### src/rtl/pwm_chan_pkg.sv
package pwm_chan_pkg;

  typedef enum logic {DIR_UP = 1'b0, DIR_DOWN = 1'b1} dir_e;

  // Low-bit mask whose all-ones state marks a tick of a 2^k scale.
  function automatic logic [31:0] pre_mask(input int k);
    return (32'd1 << k) - 32'd1;
  endfunction

  // A period register of zero counts as one tick.
  function automatic logic [31:0] eff_period(input logic [31:0] p);
    return (p == 32'd0) ? 32'd1 : p;
  endfunction

  // Opposite-level test. On the way down the compare is strict, so the
  // start-level run around the wrap and the opposite-level run around the
  // peak are both of even length and symmetric.
  function automatic logic beyond_duty(input logic [31:0] cnt,
                                       input logic [31:0] duty,
                                       input logic        down);
    return down ? (cnt > duty) : (cnt >= duty);
  endfunction

endpackage

### src/rtl/pwm_tick_gen.sv
module pwm_tick_gen
  import pwm_chan_pkg::*;
#(
  parameter int PRE_STAGES = 11,
  parameter int SEL_W      = 4,
  parameter int DIV_W      = 8
) (
  input  logic             clk,
  input  logic             rst_n,
  input  logic             en,
  input  logic [SEL_W-1:0] clk_sel,
  input  logic [SEL_W-1:0] pre_a,
  input  logic [DIV_W-1:0] div_a,
  input  logic [SEL_W-1:0] pre_b,
  input  logic [DIV_W-1:0] div_b,
  output logic             tick
);
  localparam int PRE_W = PRE_STAGES - 1;
  localparam int NLIN  = 2;
  localparam int SEL_A = PRE_STAGES;
  localparam int SEL_B = PRE_STAGES + 1;

  logic [PRE_W-1:0]      pre_cnt;
  logic [PRE_STAGES-1:0] pre_tick;
  logic [SEL_W-1:0]      lin_sel [NLIN];
  logic [DIV_W-1:0]      lin_div [NLIN];
  logic [NLIN-1:0]       lin_tick;

  assign lin_sel[0] = pre_a;
  assign lin_sel[1] = pre_b;
  assign lin_div[0] = div_a;
  assign lin_div[1] = div_b;

  // Shared free-running scale counter, cleared while idle.
  always_ff @(posedge clk or negedge rst_n) begin
    if (!rst_n)  pre_cnt <= '0;
    else if (!en) pre_cnt <= '0;
    else         pre_cnt <= pre_cnt + 1'b1;
  end

  for (genvar k = 0; k < PRE_STAGES; k++) begin : g_scale
    localparam logic [PRE_W-1:0] MASK = PRE_W'(pre_mask(k));
    assign pre_tick[k] = (pre_cnt & MASK) == MASK;
  end

  for (genvar i = 0; i < NLIN; i++) begin : g_lin
    logic [DIV_W-1:0] dcnt;
    logic             src;

    always_comb begin
      src = 1'b0;
      for (int k = 0; k < PRE_STAGES; k++)
        if (lin_sel[i] == SEL_W'(k)) src = pre_tick[k];
    end

    assign lin_tick[i] = en && src && (lin_div[i] != '0) &&
                         (dcnt >= DIV_W'(lin_div[i] - 1'b1));

    always_ff @(posedge clk or negedge rst_n) begin
      if (!rst_n)                          dcnt <= '0;
      else if (!en || lin_div[i] == '0)    dcnt <= '0;
      else if (src)                        dcnt <= lin_tick[i] ? '0 : dcnt + 1'b1;
    end
  end

  always_comb begin
    tick = 1'b0;
    if (en) begin
      for (int k = 0; k < PRE_STAGES; k++)
        if (clk_sel == SEL_W'(k)) tick = pre_tick[k];
      if (clk_sel == SEL_W'(SEL_A)) tick = lin_tick[0];
      if (clk_sel == SEL_W'(SEL_B)) tick = lin_tick[1];
    end
  end

  // the scale counter advances exactly one step per running cycle
  assert_pre_step_R1: assert property (@(posedge clk) disable iff (!rst_n)
    en |=> pre_cnt == PRE_W'($past(pre_cnt) + 1'b1));

  // codes above the second divider never tick
  assert_idle_code_R3: assert property (@(posedge clk) disable iff (!rst_n)
    (clk_sel > SEL_W'(SEL_B)) |-> !tick);

endmodule

### src/rtl/pwm_period_ctr.sv
module pwm_period_ctr
  import pwm_chan_pkg::*;
#(
  parameter int CNT_W = 16
) (
  input  logic             clk,
  input  logic             rst_n,
  input  logic             en,
  input  logic             tick,
  input  logic [CNT_W-1:0] period,
  input  logic [CNT_W-1:0] duty,
  input  logic             pol,
  input  logic             center,
  output logic [CNT_W-1:0] cnt,
  output dir_e             dir,
  output logic [CNT_W-1:0] prd_s,
  output logic [CNT_W-1:0] dty_s,
  output logic             pol_s,
  output logic             period_end
);
  logic             ctr_s;
  logic [CNT_W-1:0] p_eff;
  logic [CNT_W-1:0] top_up;
  logic             wrap;
  logic             load;

  assign p_eff  = CNT_W'(eff_period(32'(prd_s)));
  assign top_up = p_eff - 1'b1;
  assign wrap   = en && tick &&
                  (ctr_s ? (dir == DIR_DOWN && cnt == CNT_W'(1)) : (cnt == top_up));
  assign load   = !en || wrap;

  always_ff @(posedge clk or negedge rst_n) begin
    if (!rst_n) begin
      cnt        <= '0;
      dir        <= DIR_UP;
      prd_s      <= '0;
      dty_s      <= '0;
      pol_s      <= 1'b0;
      ctr_s      <= 1'b0;
      period_end <= 1'b0;
    end else begin
      period_end <= wrap;
      if (load) begin
        prd_s <= period;
        dty_s <= duty;
        pol_s <= pol;
        ctr_s <= center;
      end
      if (!en || wrap) begin
        cnt <= '0;
        dir <= DIR_UP;
      end else if (tick) begin
        if (!ctr_s) begin
          cnt <= cnt + 1'b1;
        end else if (dir == DIR_UP) begin
          cnt <= cnt + 1'b1;
          if (cnt == top_up) dir <= DIR_DOWN;
        end else begin
          cnt <= cnt - 1'b1;
        end
      end
    end
  end

  // counter stays inside 0..P (center) or 0..P-1 (left)
  assert_cnt_range_R5: assert property (@(posedge clk) disable iff (!rst_n)
    ctr_s ? (cnt <= p_eff) : (cnt < p_eff));

  // the strobe coincides with the counter back at zero, counting up
  assert_end_at_zero_R4: assert property (@(posedge clk) disable iff (!rst_n)
    period_end |-> (cnt == '0 && dir == DIR_UP));

  // shadow registers move only at a boundary or while idle
  assert_shadow_hold_R10: assert property (@(posedge clk) disable iff (!rst_n)
    !load |=> ($stable(dty_s) && $stable(prd_s) && $stable(pol_s) && $stable(ctr_s)));

  // disabling clears the counter and suppresses the strobe
  assert_disabled_R11: assert property (@(posedge clk) disable iff (!rst_n)
    !en |=> (cnt == '0 && !period_end));

endmodule

### src/rtl/pwm_wave.sv
module pwm_wave
  import pwm_chan_pkg::*;
#(
  parameter int CNT_W = 16
) (
  input  logic             clk,
  input  logic             rst_n,
  input  logic             en,
  input  logic [CNT_W-1:0] cnt,
  input  dir_e             dir,
  input  logic [CNT_W-1:0] prd_s,
  input  logic [CNT_W-1:0] dty_s,
  input  logic             pol_s,
  output logic             pwm_out
);
  logic second;

  assign second  = beyond_duty(32'(cnt), 32'(dty_s), dir == DIR_DOWN);
  assign pwm_out = (en && second) ? !pol_s : pol_s;

  // zero duty keeps the opposite level throughout
  assert_zero_duty_R9: assert property (@(posedge clk) disable iff (!rst_n)
    (en && dty_s == '0) |-> (pwm_out != pol_s));

  // duty at or above the period keeps the start level throughout
  assert_full_duty_R9: assert property (@(posedge clk) disable iff (!rst_n)
    (32'(dty_s) >= eff_period(32'(prd_s))) |-> (pwm_out == pol_s));

endmodule

### src/rtl/pwm_channel.sv
module pwm_channel
  import pwm_chan_pkg::*;
#(
  parameter int CNT_W      = 16,
  parameter int DIV_W      = 8,
  parameter int SEL_W      = 4,
  parameter int PRE_STAGES = 11
) (
  input  logic             clk,
  input  logic             rst_n,
  input  logic             en,
  input  logic [SEL_W-1:0] clk_sel,
  input  logic [SEL_W-1:0] pre_a,
  input  logic [DIV_W-1:0] div_a,
  input  logic [SEL_W-1:0] pre_b,
  input  logic [DIV_W-1:0] div_b,
  input  logic [CNT_W-1:0] period,
  input  logic [CNT_W-1:0] duty,
  input  logic             pol,
  input  logic             center,
  output logic             pwm_out,
  output logic             period_end
);
  logic             tick;
  logic [CNT_W-1:0] cnt;
  dir_e             dir;
  logic [CNT_W-1:0] prd_s;
  logic [CNT_W-1:0] dty_s;
  logic             pol_s;

  pwm_tick_gen #(
    .PRE_STAGES(PRE_STAGES), .SEL_W(SEL_W), .DIV_W(DIV_W)
  ) u_tick (
    .clk(clk), .rst_n(rst_n), .en(en), .clk_sel(clk_sel),
    .pre_a(pre_a), .div_a(div_a), .pre_b(pre_b), .div_b(div_b),
    .tick(tick)
  );

  pwm_period_ctr #(.CNT_W(CNT_W)) u_ctr (
    .clk(clk), .rst_n(rst_n), .en(en), .tick(tick),
    .period(period), .duty(duty), .pol(pol), .center(center),
    .cnt(cnt), .dir(dir), .prd_s(prd_s), .dty_s(dty_s), .pol_s(pol_s),
    .period_end(period_end)
  );

  pwm_wave #(.CNT_W(CNT_W)) u_wave (
    .clk(clk), .rst_n(rst_n), .en(en), .cnt(cnt), .dir(dir),
    .prd_s(prd_s), .dty_s(dty_s), .pol_s(pol_s), .pwm_out(pwm_out)
  );

  // out of reset the waveform rests low with no strobe
  assert_reset_low_R12: assert property (@(posedge clk) disable iff (!rst_n)
    $rose(rst_n) |-> (!pwm_out && !period_end));

endmodule

### config.mk
export PLATFORM = sky130hd
export DESIGN_NAME = pwm_channel
export DESIGN_NICKNAME = d
export VERILOG_FILES = /design/src/rtl/pwm_chan_pkg.sv /design/src/rtl/pwm_tick_gen.sv /design/src/rtl/pwm_period_ctr.sv /design/src/rtl/pwm_wave.sv /design/src/rtl/pwm_channel.sv
export SDC_FILE = /design/constraint.sdc
export NUM_CORES = 1
export LEC_CHECK = 0
export ABC_AREA = 1
export BUFFER_PORTS_ARGS = -buffer_cell sky130_fd_sc_hd__clkbuf_2
export CORE_ASPECT_RATIO = 0.8
export CORE_MARGIN = 2
export CORE_UTILIZATION = 60
export DETAILED_ROUTE_END_ITERATION = 8
export GPL_TIMING_DRIVEN = 0
export PLACE_DENSITY = 0.83
export RECOVER_POWER = 25
export SETUP_SLACK_MARGIN = 0.2
export SLEW_MARGIN = 20
export SYNTH_ARGS = -nofsm -noshare
export SYNTH_HDL_FRONTEND = slang
export SYNTH_HIERARCHICAL = 1
export SYNTH_SLANG_ARGS = --single-unit
### constraint.sdc
create_clock -name clk -period 3.61 [get_ports clk]
set_input_delay 0.5415 -clock clk [delete_from_list [all_inputs] [get_ports clk]]
set_output_delay 0.5415 -clock clk [all_outputs]
set_load 0.1 [all_outputs]
# After elaboration in Yosys (flattened, before gate mapping)
# Cells that the tools add are included.
word_totals:
  regBits: 78
  elab_cells: 149
op_classes:
  n_addsub: 8
  magnitude_cmp: 4
  eq_ne: 43
  muxes: 56
  n_reduce_logical: 28
ops:
  columns: ["cell", "count"]
  rows:
  - ["16-bit 2-to-1 mux", 5]
  - ["4-bit by 3-bit equality test with 1-bit output, second input constant", 12]
  - ["4-bit equality test, second input constant", 12]
  - ["8-bit 2-to-1 mux", 6]
  - ["1-bit 2-to-1 mux", 44]
  - ["16-bit by 1-bit subtractor with 16-bit output, second input constant", 2]
  - ["4-bit by 2-bit equality test with 1-bit output, second input constant", 6]
  - ["16-bit by 1-bit adder with 16-bit output, second input constant", 1]
  - ["8-bit by 1-bit adder with 8-bit output, second input constant", 2]
  - ["16-bit by 1-bit equality test with 1-bit output, second input constant", 1]
  - ["16-bit equality test", 1]
  - ["16-bit >= comparator", 1]
  - ["8-bit >= comparator", 2]
  - ["16-bit > comparator", 1]
  - ["16-bit zero test", 1]
  - ["8-bit zero test", 2]
  - ["8-bit nonzero test", 2]
  - ["8-bit by 1-bit subtractor with 8-bit output, second input constant", 2]
  - ["4-bit by 1-bit equality test with 1-bit output, second input constant", 3]
  - ["4-bit zero test", 3]
  - ["10-bit by 1-bit adder with 10-bit output, second input constant", 1]
  - ["10-bit equality test, second input constant", 1]
  - ["1-bit logical AND", 10]
  - ["10-bit 2-to-1 mux", 1]
  - ["11 further kinds", 17]

# Logic depth before layout (Yosys ltp)
logic_depth:
  ltp_word: 23
  mapped_depth: 24

# Modules after synthesis
# The synthesis kept the hierarchy.
modules_own_cells:
  columns: ["mod", "n_inst", "cells_each", "area_each_um2", "seq_area_each_um2"]
  rows:
  - ["pwm_period_ctr", 1, 627, 4040.1, 1301.2]
  - ["pwm_tick_gen", 1, 336, 2489.9, 650.6]
  - ["pwm_wave", 1, 85, 511.7, 0.0]

# Least setup slack after synthesis
# OpenSTA, ideal clock, no wires.
synth_path:
  kind: "input to register"
  startpoint: "in div_b[4]"
  endpoint: "reg u_ctr.cnt[14]"
  arrival_time_ps: 2950
  t_required_ps: 3491
  path_slack_ps: 541
  cell_stages: 18
  path_buffers: 2
  cell_sequence: "inv_1 > nand2_1 > nor2_1 > nand2_1 > xnor2_1 > inv_1 > ha_1 > nand4_1 > nor3_1 > nor2_1 > o21bai_1 > nand2_1 > a21oi_1 > clkbuf_1 > inv_1 > clkbuf_1 > nand3_1 > nand2_1"
synth_via:
  elab_chain_cells: 9
synth_rtl:
  columns: ["item", "line_no", "source"]
  rows:
  - ["start, declared", "pwm_channel.sv:16", "input logic [DIV_W-1:0] div_b,"]
  - ["8-bit by 1-bit subtractor with 8-bit output / 8-bit nonzero test (equally long branches)", "pwm_tick_gen.sv:57, pwm_tick_gen.sv:56", null]
  - ["8-bit >= comparator / 1-bit logical AND (equally long branches)", "pwm_tick_gen.sv:57, pwm_tick_gen.sv:56", null]
  - ["1-bit logical AND *", "pwm_tick_gen.sv:56", "assign lin_tick[i] = en && src && (lin_div[i] != '0) &&"]
  - ["1-bit 2-to-1 mux *", "pwm_tick_gen.sv:72", "if (clk_sel == SEL_W'(SEL_B)) tick = lin_tick[1];"]
  - ["1-bit 2-to-1 mux *", "pwm_tick_gen.sv:68", "if (en) begin"]
  - ["named net tick", "pwm_channel.sv:24", "logic tick;"]
  - ["1-bit logical AND (2 in a row)", "pwm_period_ctr.sv:29", "assign wrap = en && tick &&"]
  - ["1-bit logical OR", "pwm_period_ctr.sv:50", "if (!en || wrap) begin"]
  - ["16-bit 2-to-1 mux / 2-bit nonzero test (equally long branches)", null, null]
  - ["end signal, assigned", "pwm_period_ctr.sv:55", "cnt <= cnt + 1'b1;"]
  - ["end signal, assigned", "pwm_period_ctr.sv:57", "cnt <= cnt + 1'b1;"]
  - ["end signal, assigned", "pwm_period_ctr.sv:60", "cnt <= cnt - 1'b1;"]
  - ["end, declared", "pwm_period_ctr.sv:14", "output logic [CNT_W-1:0] cnt,"]
# The timed path passes the listed nets; every way through them passes the cells marked *.
# A chain may end at the register's enable or synchronous reset.

# Worst setup path in the final report
layout_path:
  startpoint: "reg u_tick.pre_cnt[0]"
  endpoint: "reg u_ctr.cnt[14]"
layout_via:
  elab_chain_cells: 20
layout_rtl:
  columns: ["item", "line_no", "source"]
  rows:
  - ["start, declared", "pwm_tick_gen.sv:23", "logic [PRE_W-1:0] pre_cnt;"]
  - ["start signal, assigned", "pwm_tick_gen.sv:38", "else pre_cnt <= pre_cnt + 1'b1;"]
  - ["2-bit equality test / 1-bit 2-to-1 mux (equally long branches)", "pwm_tick_gen.sv:43, pwm_tick_gen.sv:53", null]
  - ["1-bit 2-to-1 mux (9 in a row)", "pwm_tick_gen.sv:53", "if (lin_sel[i] == SEL_W'(k)) src = pre_tick[k];"]
  - ["1-bit logical AND (3 in a row)", "pwm_tick_gen.sv:56", null]
  - ["1-bit 2-to-1 mux", "pwm_tick_gen.sv:71", "if (clk_sel == SEL_W'(SEL_A)) tick = lin_tick[0];"]
  - ["1-bit 2-to-1 mux *", "pwm_tick_gen.sv:72", null]
  - ["1-bit 2-to-1 mux *", "pwm_tick_gen.sv:68", null]
  - ["named net tick", "pwm_channel.sv:24", null]
  - ["1-bit logical AND (2 in a row)", "pwm_period_ctr.sv:29", null]
  - ["1-bit logical OR", "pwm_period_ctr.sv:50", null]
  - ["16-bit 2-to-1 mux / 2-bit nonzero test (equally long branches)", null, null]
# Marks and branches as above.

==> results_dict.tcl <==
set metrics [dict create \
    status "completed" \
    grt_pass1_wl_mm 30.9 \
    antenna_cells 0 \
    root_buffer "clkbuf_16" \
    fmax_ghz 0.312 \
    fin_setup_tns_ns 0 \
    synth_seq_cells 78 \
    synth.top_cell.area_share_pct 27.7 \
    ctsHoldBuffers 0 \
    timing.final.crit_period_ns 3.21 \
    cts_tree "yes" \
    grt_pass1_vias 6710 \
    final_cell_area_mm2 0.00792 \
    synth_flop_cell "dfrtp_1" \
    slew_headroom_pct 11.0 \
    antenna_found_initial 0 \
    yosysSeqAreaShare_pct 27.7 \
    area_growth_pct 12.4 \
    dieHeight_um 101 \
    dp.cells 1262 \
    async_flop_share_pct 100 \
    rsz0062_at_grt "yes" \
    insertion_delay_ns 0.34 \
    hold_ws_ns 0.395 \
    worstSetupEndpointType "flip-flop" \
    hold_viol_final 0 \
    fin_crit_sh_pct 88.9 \
    drive_gt1_share_pct 14.3 \
    dp_hpwl_mm 13.6 \
    yosys-top-cells-count "279 x nand2_1, 140 x inv_1, 112 x nand3_1" \
    skew_ns 0.00731 \
    gr-usage-all-layers_pct 29.7 \
    yosysWarnings 6 \
    grt_start_max_net_pins 55 \
    p_per_area_mw_per_mm2 318 \
    placed_area_mm2 0.00758 \
    worst_slew_pin_slew_ns 1.34 \
    antenna_left 0 \
    first_pass_iters 9 \
    final_max_slew_viol_count 0 \
    syn_inst 1048 \
    cts_made_buffers 9 \
    initial_core_util_pct 61.4 \
    die_w_um 125 \
    gp_congestion 0.992 \
    vias 7109 \
    synth_area_leaders "dfrtp_1 28%, nand2_1 15%, ha_1 8.2%, nand3_1 8.0%, inv_1 7.5%" \
    finalNetCount 1236 \
    fp-row-count 35 \
    yosysUniqueCellTypes 45 \
    hold_path.class "in2reg" \
    drt_iter0_drc 620 \
    worstSetupPathType "reg2reg" \
    synth_top_area_cell "dfrtp_1" \
    setup_viol 0 \
    coreArea_mm2 0.0115 \
    clk_path_buf_depth 2 \
    routedWlPerCell_um 14.1 \
    synth.most_common_cell "nand2_1" \
    routed_wl_mm 18.0 \
    avgViaCountPerCell 5.56 \
    path_clk_slew_ns 0.06 \
    post_synth.cell_area_avg_um2 6.72 \
    die-area_mm2 0.0126 \
    worst_setup_path_start_kind "flip-flop" \
    cts.htree.levels 3 \
    layout.cells.non_filler 1278 \
    ios 67 \
    required_ns 3.83 \
    overflow 0 \
    netlist_area_mm2 0.00704 \
    p_leak_nw 4.26 \
    p_total_mw 2.52 \
    drc_errors 0 \
    drv_cap 0 \
    syn_nets 1159 \
    io_buffers 65 \
    synth_edf_count 0 \
    crit_fanout 10 \
    clock_sinks 78 \
    arrival_ns 3.43 \
    irDropWorstVdd_mv 0.242 \
    ff2ff_setup_slack_ns 0.40 \
]
-- worst paths after layout --
kind	endpoint	cells past startpoint	start
setup reg to reg	u_ctr/cnt[14]	19	u_tick/pre_cnt[0]
hold reg to reg	u_ctr/dty_s[4]	2	u_ctr/dty_s[4]
min in group asynchronous	u_tick/g_lin[0].dcnt[3]	1	rst_n
setup / recovery	u_ctr/cnt[14]	19	u_tick/pre_cnt[0]
max in group asynchronous	u_tick/pre_cnt[0]	2	rst_n
hold / removal	u_ctr/dty_s[11]	3	duty[11]
-- what timing repair did --
item	CTS	global route
resized for setup	4	16
buffers inserted	0	0
setup endpoints to repair	18	32
-- area by class of cell --
class                           instances  area, um2
Buffer                                 37        184
Clock buffer                           10        229
Clock inverter                          6       92.6
Fill cell                            1009       3560
Inverter                              148        556
Multi-Input combinational cell        785       4380
Sequential cell                        78       1960
Tap cell                              148        185
Timing Repair Buffer                   66        329
-- cells in the final DEF (no fill, tap or decap), types with 3 or more instances in the layout --
cell type  synthesis  routed
o21ai_1           12      12
nor2_2             7       7
buf_2              7       8
nand2_2           14      13
inv_1            140     140
clkbuf_2           0      66
o21ai_0           31      31
o21bai_1           3       3
o21ai_2            9       9
buf_6              4       4
xnor2_1           12      12
xor2_1            37      37
or2_2              4       4
nor2_1            75      73
nand2_4            4       5
nor3_1            20      20
buf_1              4       4
nand2_1          279     279
nand4_1           44      44
clkbuf_16          0       9
clkbuf_1          22      21
dfrtp_2            0       5
ha_1              46      45
nor2_4             6       8
dfrtp_1           78      73
a21oi_1           39      38
nand3_2            4       4
nand3_1          112     112
nand3b_1           6       6
inv_2              6       6
-- flip-flops by register name (all words and copies together), names as in the netlist --
register and flops:
u_ctr/dir 1, u_tick/pre_cnt 10, u_tick/g_lin.dcnt 16, u_ctr/dty_s 16, u_ctr/cnt 16, u_ctr/pol_s 1, u_ctr/prd_s 16, u_ctr/ctr_s 1
u_ctr/period_end 1
-- worst max-delay path, cell delays in order, from the launching register on --
cell and delay (ns):
dfrtp_2 0.42, ha_2 0.26, inv_2 0.10, nor2_8 0.18, nand2_4 0.09, inv_1 0.08
ha_1 0.16, inv_1 0.07, o21ai_0 0.19, nand3_2 0.11, nand2_2 0.09, nand4_1 0.09
o21bai_1 0.13, nand2_1 0.11, a21oi_2 0.21, buf_4 0.23, inv_1 0.16, buf_2 0.23
nand3_1 0.10, nand2_1 0.07
-- layer usage --
layer | track usage, % | routed length (um) | share of wire [%]
met4 | 6.41 | 198 | 1.1
met5 | 0 | 0 | 0
met3 | 5.15 | 1700 | 9.5
met1 | 40.8 | 8070 | 45
met2 | 49.6 | 8010 | 45
-- through the flow --
stage                     utilization [%]  worst slack, ns
after global routing                 69.0            0.193
after global placement               65.8           -0.212
after floorplan                         -            0.541
after detailed placement             66.1           -0.343
final                                69.0            0.400
after CTS                            69.0            0.230
-- power by group --
group | total, mW | internal [mW] | switching [mW] | leakage, nW
logic | 0.563 | 0.202 | 0.361 | 3.09
clock network | 0.983 | 0.611 | 0.373 | 0.150
registers | 0.974 | 0.920 | 0.0538 | 1.02
-- cells by family after synthesis --
group | Yosys count | share of synthesized area, %
AO/OA/AOI/OAI | 106 | 8.76
AND/OR/NAND/NOR | 583 | 38.5
buffers and inverters | 185 | 10.4
adder cells (fa/ha/maj) | 46 | 8.17
XOR/XNOR | 50 | 6.41
flip-flops | 78 | 27.7
No activity file was read; power rests on OpenSTA's default activity.
